[src/rtl/vp_pkg.sv]
package vp_pkg;
  typedef enum logic [1:0] {
    ST_SAFE   = 2'd0,
    ST_COUNT  = 2'd1,
    ST_UNSAFE = 2'd2
  } vp_state_e;
endpackage

[src/rtl/vp_warn_cmp.sv]
module vp_warn_cmp #(
  parameter int ERR_W = 16
) (
  input  logic             done_i,
  input  logic [ERR_W-1:0] err_i,
  input  logic [ERR_W-1:0] thr_i,
  output logic             warn_o
);
  // strictly above threshold, only at window end
  assign warn_o = done_i && (err_i > thr_i);
endmodule

[src/rtl/vp_sat_cnt.sv]
module vp_sat_cnt #(
  parameter int CNT_W = 5
) (
  input  logic             clk_i,
  input  logic             rst_ni,
  input  logic             clr_i,
  input  logic             inc_i,
  output logic [CNT_W-1:0] cnt_o,
  output logic             last_o
);
  localparam logic [CNT_W-1:0] CNT_MAX = {CNT_W{1'b1}};
  localparam logic [CNT_W-1:0] CNT_PRE = CNT_MAX - 1'b1;

  logic [CNT_W-1:0] cnt_q;

  always_ff @(posedge clk_i or negedge rst_ni) begin
    if (!rst_ni)                       cnt_q <= '0;
    else if (clr_i)                    cnt_q <= '0;
    else if (inc_i && cnt_q != CNT_MAX) cnt_q <= cnt_q + 1'b1;
  end

  assign cnt_o  = cnt_q;
  assign last_o = (cnt_q == CNT_PRE);

  a_r11_clear: assert property (@(posedge clk_i) disable iff (!rst_ni)
    clr_i |=> (cnt_q == '0));
  a_r5_no_wrap: assert property (@(posedge clk_i) disable iff (!rst_ni)
    (inc_i && !clr_i && cnt_q == CNT_MAX) |=> (cnt_q == CNT_MAX));
endmodule

[src/rtl/vp_policy_fsm.sv]
module vp_policy_fsm
  import vp_pkg::*;
(
  input  logic      clk_i,
  input  logic      rst_ni,
  input  logic      done_i,
  input  logic      warn_i,
  input  logic      cnt_last_i,
  output logic      cnt_clr_o,
  output logic      cnt_inc_o,
  output logic      step_up_o,
  output logic      step_down_o,
  output vp_state_e state_o
);
  vp_state_e state_q, state_d;

  always_comb begin
    state_d     = state_q;
    cnt_clr_o   = 1'b0;
    cnt_inc_o   = 1'b0;
    step_up_o   = 1'b0;
    step_down_o = 1'b0;
    if (done_i) begin
      unique case (state_q)
        ST_SAFE: begin
          if (warn_i) begin
            state_d   = ST_COUNT;
            cnt_clr_o = 1'b1;
          end else begin
            step_down_o = 1'b1;
          end
        end
        ST_COUNT: begin
          if (warn_i) begin
            cnt_inc_o = 1'b1;
            if (cnt_last_i) begin
              step_up_o = 1'b1;
              state_d   = ST_UNSAFE;
            end
          end else begin
            state_d = ST_SAFE;
          end
        end
        ST_UNSAFE: begin
          if (!warn_i) begin
            step_down_o = 1'b1;
            state_d     = ST_SAFE;
          end
        end
        default: state_d = ST_SAFE;
      endcase
    end
  end

  always_ff @(posedge clk_i or negedge rst_ni) begin
    if (!rst_ni) state_q <= ST_SAFE;
    else         state_q <= state_d;
  end

  assign state_o = state_q;

  a_r10_exclusive: assert property (@(posedge clk_i) disable iff (!rst_ni)
    !(step_up_o && step_down_o));
  a_r9_quiet: assert property (@(posedge clk_i) disable iff (!rst_ni)
    !done_i |-> (!step_up_o && !step_down_o));
  a_r9_hold: assert property (@(posedge clk_i) disable iff (!rst_ni)
    !done_i |=> $stable(state_q));
  a_r6_up_unsafe: assert property (@(posedge clk_i) disable iff (!rst_ni)
    step_up_o |=> (state_q == ST_UNSAFE));
  a_r3_down_safe: assert property (@(posedge clk_i) disable iff (!rst_ni)
    step_down_o |=> (state_q == ST_SAFE));
  a_r4_enter_count: assert property (@(posedge clk_i) disable iff (!rst_ni)
    (state_q == ST_SAFE && done_i && warn_i) |=> (state_q == ST_COUNT));
endmodule

[src/rtl/vp_sat_policy.sv]
module vp_sat_policy
  import vp_pkg::*;
#(
  parameter int ERR_W = 16,
  parameter int CNT_W = 5
) (
  input  logic             clk_i,
  input  logic             rst_ni,
  input  logic             win_done_i,
  input  logic [ERR_W-1:0] err_cnt_i,
  input  logic [ERR_W-1:0] err_thr_i,
  output logic             step_up_o,
  output logic             step_down_o,
  output logic [1:0]       state_o,
  output logic [CNT_W-1:0] warn_cnt_o
);
  logic      warn, cnt_clr, cnt_inc, cnt_last;
  vp_state_e state;

  vp_warn_cmp #(.ERR_W(ERR_W)) u_cmp (
    .done_i (win_done_i),
    .err_i  (err_cnt_i),
    .thr_i  (err_thr_i),
    .warn_o (warn)
  );

  vp_sat_cnt #(.CNT_W(CNT_W)) u_cnt (
    .clk_i  (clk_i),
    .rst_ni (rst_ni),
    .clr_i  (cnt_clr),
    .inc_i  (cnt_inc),
    .cnt_o  (warn_cnt_o),
    .last_o (cnt_last)
  );

  vp_policy_fsm u_fsm (
    .clk_i       (clk_i),
    .rst_ni      (rst_ni),
    .done_i      (win_done_i),
    .warn_i      (warn),
    .cnt_last_i  (cnt_last),
    .cnt_clr_o   (cnt_clr),
    .cnt_inc_o   (cnt_inc),
    .step_up_o   (step_up_o),
    .step_down_o (step_down_o),
    .state_o     (state)
  );

  assign state_o = state;
endmodule

[config.mk]
export PLATFORM = sky130hd
export DESIGN_NAME = vp_sat_policy
export DESIGN_NICKNAME = d
export VERILOG_FILES = /design/src/rtl/vp_pkg.sv /design/src/rtl/vp_warn_cmp.sv /design/src/rtl/vp_sat_cnt.sv /design/src/rtl/vp_policy_fsm.sv /design/src/rtl/vp_sat_policy.sv
export SDC_FILE = /design/constraint.sdc
export NUM_CORES = 1
export LEC_CHECK = 0
export BUFFER_PORTS_ARGS = -buffer_cell sky130_fd_sc_hd__buf_2
export CORE_MARGIN = 3
export CORE_UTILIZATION = 44
export CTS_BUF_LIST = sky130_fd_sc_hd__clkbuf_16
export CTS_CLUSTER_SIZE = 30
export DETAILED_ROUTE_END_ITERATION = 7
export MAX_ROUTING_LAYER = met4
export PLACE_DENSITY_LB_ADDON = 0.08
export SYNTH_ARGS = -nofsm -noshare
export SYNTH_HDL_FRONTEND = slang
export SYNTH_HIERARCHICAL = 1
export SYNTH_SLANG_ARGS = --single-unit
[constraint.sdc]
create_clock -name clk_i -period 2.65 [get_ports clk_i]
set_input_delay 0.265 -clock clk_i [delete_from_list [all_inputs] [get_ports clk_i]]
set_output_delay 0.265 -clock clk_i [all_outputs]
set_load 0.01 [all_outputs]
* After elaboration in Yosys (flattened, before gate mapping) *
Cells that the tools add are included.

cells by class
  add/subtract/negate cells = 1
  multiply operators = 0
  div/mod/pow operators = 0
  $lt $le $gt $ge = 1
  eq/ne operators = 7
  shift operators = 0
  muxes and demuxes = 19
  bitwise operators = 0
  reductions and logical operators = 6

operator list
  kind                   number
  $gt A16 B16 Y1         1
  $mux W1                12
  $mux W5                2
  $mux W2                4
  $pmux W2 S3            1
  $add A5 B1 Y5 const B  1
  $eq A5 B5 Y1 const B   1
  $ne A5 B5 Y1 const B   1
  $reduce_and A4 Y1      1
  $ne A3 B3 Y1 const B   1
  $eq A2 B1 Y1 const B   1
  $eq A2 B2 Y1 const B   1
  $logic_and A1 B1 Y1    2
  $logic_not A2 Y1       1
  $ne A2 B1 Y1 const B   1
  $ne A2 B2 Y1 const B   1
  $reduce_bool A2 Y1     1
  $reduce_or A2 Y1       1

word-level totals
  flip-flop bits (word level) = 7
  bits in latches = 0
  bits in writable memories = 0
  ROM bits = 0
  input bits = 35
  output and inout port bits = 9
  logic and storage cells = 36
  memories kept = 0

* Longest topological paths before layout *
Gate-level depths: netlist (run 1).

  depth after elaboration = 8
  mapped depth = 10
  depth with buffers taken out = 10

* By module *
The synthesis (run 1) kept the hierarchy.

by module, submodules not included
  module         instances  cells each  area each (um^2)  seq. area each (um^2)
  vp_warn_cmp    1          56          399.1             0.0
  vp_sat_cnt     1          26          279.0             125.1
  vp_policy_fsm  1          12          123.9             50.0

* Worst setup path before layout (run 1) *
Ideal clock, no wire load.

  path kind = input port to flip-flop
  from = in err_thr_i[14]
  to = reg u_cnt.cnt_q[3], in the netlist u_cnt/cnt_o[3]
  library setup time = 78 ps
  arrival time = 2,381 ps
  data required time = 2,572 ps
  setup slack = 192 ps
  stages on the path = 10
  path buffers = 0
  path through = inv_1 -> ha_1 -> nand4_1 -> or4_1 -> a21oi_1 -> o311a_1 -> and4b_4 -> nand2b_4 -> or3_1 -> a21oi_1

on the way
  longest elaborated chain between the ends = 7
  elaborated cells on any way between the ends = 10
  those cells by class = order compare: 1; mux: 6; reduce/logical: 3

RTL lines
  what                                 line                 source
  start, declared                      vp_sat_policy.sv:11  input logic [ERR_W-1:0] err_thr_i,
  $gt A16 B16 Y1                       vp_warn_cmp.sv:10    assign warn_o = done_i && (err_i > thr_i);
  $logic_and A1 B1 Y1                  vp_warn_cmp.sv:10
  via warn                             vp_sat_policy.sv:17  logic warn, cnt_clr, cnt_inc, cnt_last;
  $mux W1                              vp_policy_fsm.sv:34  if (warn_i) begin
  $mux W1                              vp_policy_fsm.sv:24  unique case (state_q)
  $mux W1                              vp_policy_fsm.sv:23  if (done_i) begin
  via cnt_inc                          vp_sat_policy.sv:17
  $logic_and A1 B1 Y1                  vp_sat_cnt.sv:19     else if (inc_i && cnt_q != CNT_MAX) cnt_q <= cnt_q + 1'b1;
  $reduce_bool A2 Y1 (no source line)  n/a
  end signal, assigned                 vp_sat_cnt.sv:19
  end, declared                        vp_sat_cnt.sv:14     logic [CNT_W-1:0] cnt_q;

The timed path passes the listed nets, and every way through them passes these cells.
A chain may end at the register's enable or synchronous reset.

* Worst setup path in the final report (run 1) *
  from = in err_cnt_i[14]
  to = out step_up_o

on the way
  longest elaborated chain between the ends = 5

RTL lines
  what                 line                 source
  start, declared      vp_sat_policy.sv:10  input logic [ERR_W-1:0] err_cnt_i,
  $gt A16 B16 Y1       vp_warn_cmp.sv:10
  $logic_and A1 B1 Y1  vp_warn_cmp.sv:10
  via warn             vp_sat_policy.sv:17
  $mux W1              vp_policy_fsm.sv:34
  $mux W1              vp_policy_fsm.sv:24
  $mux W1              vp_policy_fsm.sv:23
  end, declared        vp_sat_policy.sv:12  output logic step_up_o,

The timed path passes the listed nets, and every way through them passes these cells.

==> flow_summary_export.csv, run 1 <==
group,metric,value,unit
final_layout,diodes,0,
route,drt_wl_total,1950,µm
min_path,min-delay-start,"win_done_i",
synthesis,synth_cells,94,
sta,slew_viol_final,0,
route,drtAntennaViolNets,0,
final_layout,regArea,175,µm²
floorplanning,start_util,0.498,
power,clkPwrFrac,0.480,
floorplanning,pin_count,44,
min_path,hold_path_class,"input pin to register",
setup_path,cp.required,2.38,ns
floorplanning,fp.dieW,48.7,µm
power,sw_frac_of_total,0.256,
synthesis,yosysWarnings,6,
final_layout,layout_common_cells,"buf_2 (43), inv_1 (19), ha_1 (19), a21oi_1 (9), dfrtp_1 (7)",
sta,clock_skew,0.00123,ns
power,p_leak,0.703,nW
clock_tree,numCtsBuffers,3,
setup_path,end_kind,"output pin",
final_layout,drive_above_1_share,0.368,
clock_tree,clock-root-buffer,"clkbuf_16",
final_layout,fillers,151,
power,peakVddDrop,0.584,mV
global_routing,grt_pass1_wl,3280,µm
place,port_buffers,43,
synthesis,yosysSeqAreaShare,0.218,
clock_tree,cts_tree,"yes",
clock_tree,cts_buffer_depth,2,
synthesis,synth_nets,148,
place,post_dp_cell_area,1060,µm²
sta,relSlewSlack,0.859,
route,viasPerCell,4.98,
route,via_count,837,
final_layout,final_nets,199,
clock_tree,htree_levels,1,
synthesis,synth_cell_type_count,30,
sta,rsz0062_at_grt,"no",
place,hpwl,1720,µm
final_layout,final_common_cell,"buf_2",
synthesis,ys_seq_elements,7,
setup_path,crit_path_start_kind,"input pin",
floorplanning,core-area,1610,µm²
setup_path,path_max_fanout,4,
final_layout,final_area,1150,µm²
route,drc,0,
route,wl_per_cell,11.6,µm
sta,period_share,0.962,
final_layout,post-route-util,0.717,
power,pwr-share-comb,0.264,
place,placed_cells,163,
global_routing,grt_max_degree,8,
sta,worst_slew_pin_slew,0.212,ns
job,drv_cap,0,
power,p_sw,0.131,mW
clock_tree,worstSkewPairLatency,0.23,ns
floorplanning,dieArea,2370,µm²
power,internal_power,0.382,mW
global_routing,grt_pass1_vias,814,
setup_path,r2r-start,"u_cnt/cnt_o[1]",
floorplanning,rows,14,
global_routing,antenna_found_initial,0,
sta,post-route-min-period,2.55,ns
sta,setup_viol,0,
synthesis,synth_area,802,µm²
synthesis,syn_area_per_cell,8.53,µm²
global_routing,grt_overflow,0,
power,p_per_area,444,nW/µm²
clock_tree,clock-sinks,7,
final_layout,multi_input_area,563,µm²
power,seq_power_share,0.256,
route,drtIter0Drc,9,
floorplanning,dieHeight,48.7,µm
run_status,outcome,"finished clean",
sta,max_clock_freq,392,MHz
clock_tree,clk_pin_slew,0.03,ns
route,drt-pass1-iter-count,5,
global_routing,track_usage,0.175,
setup_path,worstPathArrival,2.28,ns
setup_path,critPathKind,"input pin to output pin",
setup_path,cp-startpoint,"err_cnt_i[14]",
sta,final_hold_viol_count,0,
place,place.gp.congestion,0.777,
final_layout,areaGrowthSynthToFinish,44.0,%
final_layout,finalNonFillerCells,168,
==> kinds of logic after synthesis <==
logic type,share of synthesized area
mux,0.0265
xor+xnor,0.0218
flops,0.218
compound gates,0.137
fa+ha+maj,0.296
buf+inv,0.0842
simple gates,0.215
==> registers in the layout (all words and copies together) (netlist names) <==
name	count
u_fsm/state_o	2
u_cnt/cnt_o	5
==> synth_stat cells <==
library cell / n / area (µm²)
and2_4: 1 / 8.76
inv_1: 18 / 67.6
and4_1: 1 / 8.76
o311a_1: 1 / 10.0
or2_0: 1 / 6.26
and3_1: 1 / 6.26
and4b_4: 1 / 13.8
or4_1: 1 / 7.51
a221o_1: 1 / 10.0
nand2b_4: 1 / 13.8
nand4_1: 3 / 18.8
xor2_1: 1 / 8.76
nor3_1: 1 / 5.00
o211ai_1: 1 / 7.51
a211oi_1: 1 / 7.51
nand3_1: 3 / 15.0
mux2_2: 1 / 11.3
or3_1: 1 / 6.26
a21o_1: 2 / 15.0
nand3b_1: 1 / 7.51
mux2i_1: 1 / 10.0
a21oi_1: 9 / 45.0
nor3b_1: 2 / 15.0
nor2_1: 5 / 18.8
o21ai_0: 3 / 15.0
dfrtp_1: 7 / 175
nor2b_1: 1 / 6.26
xnor2_1: 1 / 8.76
nand2_1: 4 / 15.0
ha_1: 19 / 238
==> layout make-up <==
type | count | share of cell area
inverters | 18 | 0.0585
well taps | 24 | 0.0260
flip-flops and latches | 7 | 0.152
multi-input cells | 69 | 0.488
clock inverters | 1 | 0.00325
repair buffers | 46 | 0.208
clock buffers | 3 | 0.0650
==> layer usage <==
metal  global-route usage  wire, µm  vias to the layer above
met3               0.0706       162                        0
met5                    -         0                        -
met1                0.199       803                      373
met2                0.305       983                       35
met4                    0         0                        0
li1                     -         -                      429
==> worst max-delay path, cell delays in order <==
cell	delay [ns]
buf_2	0.10
ha_1	0.31
nand4_1	0.15
or4_4	0.56
a21oi_1	0.15
o311a_1	0.20
and4b_4	0.28
and2_4	0.15
buf_2	0.13
==> repair_timing <==
action                     4_1_cts  5_1_grt
setup endpoints to repair        0        1
gates resized for setup          0        1
setup buffers                    0        0
hold buffers                     1        0
hold endpoints to repair         7        0
==> power groups by stage <==
stage	clock [mW]	combinational (mW)	sequential, mW
final	0.246	0.135	0.132
after global routing	0.260	0.157	0.136
after CTS	0.251	0.137	0.132
after detailed placement	0	0.135	0.133
after global placement	0	0.130	0.131
after floorplan	0	0.0694	0.136
==> worst paths after layout <==
kind	slack [ns]	endpoint	depth (start not counted)
min in group asynchronous	0.42	u_cnt/cnt_o[3]	2
max in group asynchronous	2.07	u_fsm/state_o[0]	2
min reg2reg	0.57	u_fsm/state_o[1]	1
max reg2reg	0.88	u_cnt/cnt_o[3]	6
min	0.37	u_fsm/state_o[0]	2
max	0.10	step_up_o	9
==> stage by stage <==
| stage | setup WS [ns] | power (mW) | hold slack (ns) | setup TNS, ns |
|---|---|---|---|---|
| 2_1_floorplan | 0.192 | 0.205 | -0.0306 | 0 |
| 3_3_place_gp | 0.0919 | 0.261 | 0.107 | 0 |
| 3_5_place_dp | -0.0366 | 0.268 | 0.107 | -0.0366 |
| 4_1_cts | 0.0731 | 0.519 | 0.364 | 0 |
| 5_1_grt | 0.00307 | 0.554 | 0.380 | 0 |
| 6_report | 0.101 | 0.513 | 0.370 | 0 |
(Power assumes the default switching activity.)
==> inputs of run 2 (changes only) <==
--- a/config.mk
+++ b/config.mk
@@ -7,7 +7,7 @@
 export LEC_CHECK = 0
 export BUFFER_PORTS_ARGS = -buffer_cell sky130_fd_sc_hd__buf_2
 export CORE_MARGIN = 3
-export CORE_UTILIZATION = 44
+export CORE_UTILIZATION = 47
 export CTS_BUF_LIST = sky130_fd_sc_hd__clkbuf_16
 export CTS_CLUSTER_SIZE = 30
 export DETAILED_ROUTE_END_ITERATION = 7
==> constraint.sdc (replaced) <==
create_clock -name clk_i -period 3.3 [get_ports clk_i]
set_input_delay 0.33 -clock clk_i [delete_from_list [all_inputs] [get_ports clk_i]]
set_output_delay 0.33 -clock clk_i [all_outputs]
set_load 0.01 [all_outputs]
==> run 2 against run 1 <==
Effect of this change:
- sequential power decreased by 20%
- non-clock buffer count decreased by 2
- first-iteration DRC count decreased by 67%
- setup slack improved by 0.50 ns
- count of clock-buffer cells in the layout unchanged
- hold slack improved by 0.051 ns
- flip-flop and latch count unchanged
- largest cell class unchanged
- largest power group unchanged
==> flow_summary_export.csv, run 2 (same netlist as run 1, synthesis figures left out) <==
group,metric,value,unit
global_routing,track_usage,0.195,
place,place.gp.congestion,0.787,
run_status,outcome,"finished clean",
floorplanning,core-area,1560,µm²
setup_path,crit_top_cell,"buf_2",
power,peakVddDrop,0.570,mV
setup_path,slowest_stage,"or4_1",
clock_tree,cts_buffer_depth,2,
setup_path,cp_top_family,"simple AND/OR/NAND/NOR gates",
global_routing,antenna_found_initial,0,
floorplanning,fp.dieW,47.3,µm
route,drtIter0Drc,3,
global_routing,grt_max_degree,8,
clock_tree,worstSkewPairLatency,0.23,ns
clock_tree,cts_tree,"yes",
setup_path,worstPathArrival,2.37,ns
sta,slew_viol_final,0,
clock_tree,htree_levels,1,
setup_path,critPathBufInv,3,
global_routing,grt_overflow,0,
setup_path,path_cells,"buf_2, inv_1, ha_1, nand4_1, or4_1, a21oi_1, o311a_1, and4b_4, and2_4, buf_2",
place,post_dp_cell_area,1040,µm²
setup_path,critPathKind,"input pin to output pin",
min_path,hold_path_class,"input pin to register",
power,p_per_area,362,nW/µm²
setup_path,max_stage_delay,0.56,ns
place,hpwl,1500,µm
power,p_leak,0.690,nW
sta,period_share,0.817,
sta,tns,0,ns
sta,final_hold_viol_count,0,
sta,fin_ws,0.603,ns
global_routing,grt_pass1_wl,3020,µm
route,viasPerCell,5.08,
route,drt_wl_total,1780,µm
clock_tree,clock-sinks,7,
setup_path,path_max_fanout,4,
final_layout,final_nets,197,
final_layout,layout_common_cells,"buf_2 (43), inv_1 (19), ha_1 (19), a21oi_1 (9), dfrtp_1 (7)",
place,port_buffers,43,
place,pre_cts_slack,0.554,ns
floorplanning,dieHeight,47.3,µm
clock_tree,post_cts_buffers,0,
final_layout,largest_register_ff_count,5,
setup_path,end_kind,"output pin",
floorplanning,rows,14,
job,drv_cap,0,
final_layout,final_common_cell,"buf_2",
sta,worst_slew_pin_slew,0.568,ns
route,drt-pass1-iter-count,2,
route,drtAntennaViolNets,0,
setup_path,cp.required,2.97,ns
floorplanning,dieArea,2240,µm²
sta,hold_ws,0.422,ns
route,wl_per_cell,11.3,µm
clock_tree,clock-root-buffer,"clkbuf_16",
sta,setup_viol,0,
sta,clock_skew,0.00121,ns
final_layout,areaGrowthSynthToFinish,40.4,%
sta,max_clock_freq,371,MHz
global_routing,grt_pass1_vias,788,
final_layout,drive_above_1_share,0.352,
sta,relSlewSlack,0.619,
floorplanning,pin_count,44,
sta,post-route-min-period,2.70,ns
final_layout,diodes,0,
clock_tree,numCtsBuffers,3,
floorplanning,start_util,0.514,
route,drc,0,
final_layout,final_area,1130,µm²
clock_tree,clk_pin_slew,0.03,ns
route,via_count,802,
place,placed_cells,153,
sta,rsz0062_at_grt,"no",
setup_path,crit_path_start_kind,"input pin",
final_layout,finalNonFillerCells,158,
-- run 2: changes by cell type in the layout (fill, tap and decap cells not counted) --
cell	delta
buf_4	-2
or4_4	-1
or4_1	+1
-- run 2: report_power, final --
part | switching (mW) | total (mW) | leakage [nW] | internal [mW]
clock | 0.0403 | 0.197 | 0.0423 | 0.157
sequential | 0.00993 | 0.105 | 0.0958 | 0.0950
combinational | 0.0526 | 0.106 | 0.552 | 0.0530
-- run 2: worst reg2reg max path: cells and delay by family (launching register included) --
| family | cells | cell delay [ns] |
|---|---|---|
| compound gates | 1 | 0.18 |
| fa+ha+maj | 2 | 0.42 |
| flops | 1 | 0.41 |
| simple gates | 3 | 0.71 |
-- run 2: cell type report --
class                   count  area, µm²
repair buffers             44        225
well taps                  16       20.0
multi-input cells          69        559
inverters                  18       67.6
fillers                   136        433
flip-flops and latches      7        175
clock inverters             1       3.75
clock buffers               3       75.1
-- run 2: worst paths after layout --
kind,start,end,slack (ns),depth (start not counted)
worst max-delay path,err_thr_i[14],step_up_o,0.60,10
max in group asynchronous,rst_ni,u_cnt/cnt_o[4],2.68,2
worst min register to register,u_cnt/cnt_o[4],u_cnt/cnt_o[4],0.60,2
min in group asynchronous,rst_ni,u_fsm/state_o[1],0.46,2
worst min-delay path,win_done_i,u_fsm/state_o[0],0.42,2
worst max register to register,u_cnt/cnt_o[1],u_cnt/cnt_o[3],1.50,6
-- run 2: routing by layer --
metal  GRT usage  routed length (µm)  up-vias
met2       0.345                 888       25
met5           -                   0        -
met4           0                   0        0
met3      0.0690                  94        0
li1            -                   -      435
met1       0.223                 796      342
-- run 2: repair_timing --
| item | 4_1_cts | 5_1_grt |
|---|---|---|
| endpoints found under the hold margin | 7 | 0 |
| hold buffers | 1 | 0 |
| resized for setup | 0 | 0 |
| setup endpoints to repair | 0 | 0 |
-- run 2: through the flow --
step                total power [mW]  utilization
floorplan                      0.165            -
global placement               0.208        0.665
detailed placement             0.210        0.665
CTS                            0.413        0.722
global route                   0.438        0.722
finish                         0.408        0.722
